File: src/rtl/phase_xform_3to2.sv
module phase_xform_3to2 #(
  parameter int W    = 16,
  parameter int FRAC = 16
) (
  input  logic                clk,
  input  logic                rst_n,
  input  logic                in_valid,
  input  logic [1:0]          fmt,
  input  logic signed [W-1:0] ph_a,
  input  logic signed [W-1:0] ph_b,
  input  logic signed [W-1:0] ph_c,
  output logic signed [W-1:0] out_d,
  output logic signed [W-1:0] out_q,
  output logic signed [W-1:0] out_zs,
  output logic                out_valid
);
  localparam int KW = FRAC + 2;
  localparam int PW = W + 1 + KW;
  localparam logic signed [KW-1:0] KINV = KW'(((64'd1 << FRAC) * 64'd1000000000 + 64'd866025404) / 64'd1732050808);
  localparam logic signed [PW-1:0] HI = {{(PW-W+1){1'b0}}, {(W-1){1'b1}}};
  localparam logic signed [PW-1:0] LO = {{(PW-W+1){1'b1}}, {(W-1){1'b0}}};
  localparam logic signed [W+1:0] THREE = (W+2)'(3);

  function automatic logic signed [W-1:0] clamp(input logic signed [PW-1:0] v);
    if (v > HI) return HI[W-1:0];
    if (v < LO) return LO[W-1:0];
    return v[W-1:0];
  endfunction

  wire is_orth  = (fmt == 2'b00);
  wire is_recon = (fmt == 2'b10);

  logic signed [W+1:0] a_x, b_x, c_x, a_rec, sum3, zs_full;
  logic signed [W:0]   diff;
  logic signed [PW-1:0] diff_x, k_x, prod, q_full, d_full;
  logic signed [W-1:0] d_n, q_n, zs_n;

  assign a_x   = {{2{ph_a[W-1]}}, ph_a};
  assign b_x   = {{2{ph_b[W-1]}}, ph_b};
  assign c_x   = {{2{ph_c[W-1]}}, ph_c};
  assign a_rec = -(b_x + c_x);
  assign diff  = {ph_b[W-1], ph_b} - {ph_c[W-1], ph_c};

  assign diff_x = {{(PW-W-1){diff[W]}}, diff};
  assign k_x    = {{(PW-KW){1'b0}}, KINV};
  assign prod   = diff_x * k_x;
  assign q_full = prod >>> FRAC;
  assign d_full = is_recon ? {{(PW-W-2){a_rec[W+1]}}, a_rec} : {{(PW-W-2){a_x[W+1]}}, a_x};

  assign sum3    = a_x + b_x + c_x;
  assign zs_full = sum3 / THREE;

  assign d_n  = is_orth ? ph_a : clamp(d_full);
  assign q_n  = is_orth ? ph_b : clamp(q_full);
  assign zs_n = (is_orth || is_recon) ? '0 : zs_full[W-1:0];

  always_ff @(posedge clk) begin
    if (!rst_n) begin
      out_d     <= '0;
      out_q     <= '0;
      out_zs    <= '0;
      out_valid <= 1'b0;
    end else begin
      out_valid <= in_valid;
      if (in_valid) begin
        out_d  <= d_n;
        out_q  <= q_n;
        out_zs <= zs_n;
      end
    end
  end
endmodule

File: config.mk
export PLATFORM = sky130hd
export DESIGN_NAME = phase_xform_3to2
export DESIGN_NICKNAME = d
export VERILOG_FILES = /design/src/rtl/phase_xform_3to2.sv
export SDC_FILE = /design/constraint.sdc
export NUM_CORES = 1
export LEC_CHECK = 0
export ABC_AREA = 1
export BUFFER_PORTS_ARGS = -buffer_cell sky130_fd_sc_hd__buf_4
export CORE_ASPECT_RATIO = 0.6
export CORE_UTILIZATION = 68
export DETAILED_ROUTE_END_ITERATION = 16
export PLACE_DENSITY_LB_ADDON = 0.1
export SLEW_MARGIN = 10
export SYNTH_ARGS = -nofsm -noshare
export SYNTH_HDL_FRONTEND = slang
export SYNTH_SLANG_ARGS = --single-unit
File: constraint.sdc
create_clock -name clk -period 14.7 [get_ports clk]
set_input_delay 0 -clock clk [delete_from_list [all_inputs] [get_ports clk]]
set_output_delay 0 -clock clk [all_outputs]
set_load 0.05 [all_outputs]
==> metrics.txt <==
# rows=37; max-cap violation count=0; Worst Hold End=out_zs[13]$_SDFFE_PN0P_; Worst Slack Setup Final=4190 ps; synth warn=0; Worst slew margin=between 20% and 30%; Hold Crit Class=in -> reg; worst path bufs/invs=10; slowest CP cell=xor2_1; mapped cell area=between 10,000 and 15,000 um2; Post-DP HPWL=about 28,000 um; initial antenna violation count=0; Critical Path Start=ph_b[2]; critical path type=in -> reg; Mapped Avg Cell Area=between 7 and 8 um2; Final Hold Vio Count=0; flop-to-flop setup slack=approximately 14,000 ps; CTS Buffer Depth=2; minimum clock period=around 11,000 ps; Chip Width=173 um; R2R depth=2; chip height=105 um; Post-CTS Repair Setup Buffers=0; first-pass GRT wire length=around 52,000 um; EDFF count, synth=0; crit-path max FO=15; post-synthesis register bit count=between 40 and 50; total die area=approximately 18,000 um2; Seq/Total Area, Yosys=roughly 8.2%; CP delay by family, top=compound AO/OA/AOI/OAI gates; Data required, critical path=approximately 15,000 ps; max frequency=roughly 0.095 GHz; Synth top area share=between 20 and 25%; fin nets=between 2,000 and 2,500; via count=~11,000; drt wl/cell=between 15 and 20 um; CTS Buf Count=5; Initial Utilization=between 60% and 70%; Most used DFF post-synth=dfxtp_1; pre-CTS setup slack=a little over 4000 ps; commonest cells after routing, fill and taps aside=inv_1, nand2_1, ha_1; H-tree levels=2; Ports=around 100; Routed Antenna Nets=0; final wirelength=about 32,000 um; skew final=0 ps; Synth cell types=48; Area Overhead vs Synth=9.06%; RSZ-0062 raised after global routing=false; crit end category=flip-flop; WP data arrival=about 11,000 ps; smallest hold slack=between 9 and 10 ps; port bufs=between 100 and 150; Syn Nets=between 2,000 and 2,500; ANT cells=0; clock root cell=clkbuf_16; Post-synth ARST share=0%; vias in the first global route=approximately 11,000; CTS Sinks=just under 50; startpoint types=input port; # setup viols final=0; PostCTS Resize Cnt=0; DR pass1 iterations=6; Most common cell on crit path=a21oi_1; 1st-iter DRT viols=~1,100; hold path depth=3; worst hold path startpoint=fmt[0]; layout cells sized above 1=between 10% and 20%; R2R Path End=out_q[4]$_SDFFE_PN0P_; largest net degree at the start of global routing=68; CTS tree=done; critical path's largest stage delay=600 ps; Final Cycle Share=71.5%; Post-Synthesis Cells=1,654; Final Max Tran Viols=0; GRT overflow=0; GPL Wtd Cong=0.945; DR vias/cell=5.59; # hold bufs at CTS=1; outcome=completed; Least-Margin Pin Slew=around 1200 ps; setup TNS=0 ps; Worst R2R Start=out_q[4]$_SDFFE_PN0P_; Synth area leaders=ha_1, fa_1, inv_1, nand2_1, dfxtp_1; clk_lat worst skew=310 ps; CTS clk-pin slew, worst paths=approximately 80 ps; All-Layer GR Usage=a little over a third; dominant cell type by area after synthesis=ha_1; Core Area=17,200 um2; most common cell after layout, fill and taps aside=inv_1; DRC=0
[cell families after synthesis]
kind of cell               Yosys count  synth area share, %
xor gates and xnor gates            68                 4.97
adders and majority gates          319                 40.8
buffers and inverters              384                 12.5
AOI/OAI and AO/OA                  265                 12.6
DFF                                 49                 8.18
and+or+nand+nor                    569                 20.9
[state kept, by name (all words and copies together) (netlist names)]
signal	cells
out_zs	16
out_q	16
out_d	16
out_valid	1
[worst max path at each step]
| stage | endpoint | slack (ps) | cells past startpoint |
|---|---|---|---|
| 2_1_floorplan | out_q[11]$_SDFFE_PN0P_ | 5490 | 48 |
| 3_3_place_gp | out_q[0]$_SDFFE_PN0P_ | 4350 | 52 |
| 3_5_place_dp | out_q[10]$_SDFFE_PN0P_ | 4090 | 50 |
| 4_1_cts | out_q[10]$_SDFFE_PN0P_ | 4360 | 50 |
| 5_1_grt | out_q[12]$_SDFFE_PN0P_ | 3370 | 52 |
| 6_report | out_q[10]$_SDFFE_PN0P_ | 4190 | 50 |
[worst register-to-register path, cell delays in order, from the launching register on]
cell and delay [ps]:
dfxtp_1 420, nand2_1 80, a21oi_1 220
[routing by layer]
layer	routed length, um	GRT usage (%)	vias up
met1	15100	54.2	5110
met2	12900	53.8	480
met4	468	5.88	0
li1	-	-	5406
met3	3500	8.84	47
met5	0	0	-
[area by class of cell]
type,instances,area [um2]
multi-input combinational,1221,9510
fill,1377,4100
inverter,356,1340
sequential,49,981
timing repair buffer,107,806
tap,234,293
clock buffer,5,125
clock inverter,3,25.0
[cells in the mapped netlist (2+ instances only)]
cell type	count
a211oi_1	3
a21oi_1	135
and2_1	3
buf_1	2
buf_4	3
buf_6	2
clkbuf_1	16
dfxtp_1	49
dlygate4sd3_1	5
fa_1	120
ha_1	199
inv_1	341
inv_2	14
nand2_1	325
nand2_2	24
nand2_4	3
nand3_1	87
nand3_2	11
nand3b_1	4
nand4_1	11
nor2_1	79
nor2_2	5
nor3_1	5
nor4_1	2
o211a_1	9
o211ai_1	3
o21a_1	6
o21ai_0	63
o21ai_1	15
o21ai_2	2
o21bai_1	11
o21bai_2	3
o221ai_1	2
o22ai_1	2
o31ai_1	5
or2_2	7
xnor2_1	21
xor2_1	47
[through the flow]
step | cell area (um2) | instances | utilization [%]
global placement | 12900 | 1966 | 75.2
finish | 13100 | 1975 | 76.1
CTS | 13100 | 1975 | 76.1
detailed placement | 12900 | 1966 | 75.2
global route | 13100 | 1975 | 76.1
floorplan | 12000 | 1654 | -
Power is left out: the tool's default activity adds up to more than one toggle a clock period on the data nets, which glitch-free logic cannot reach.
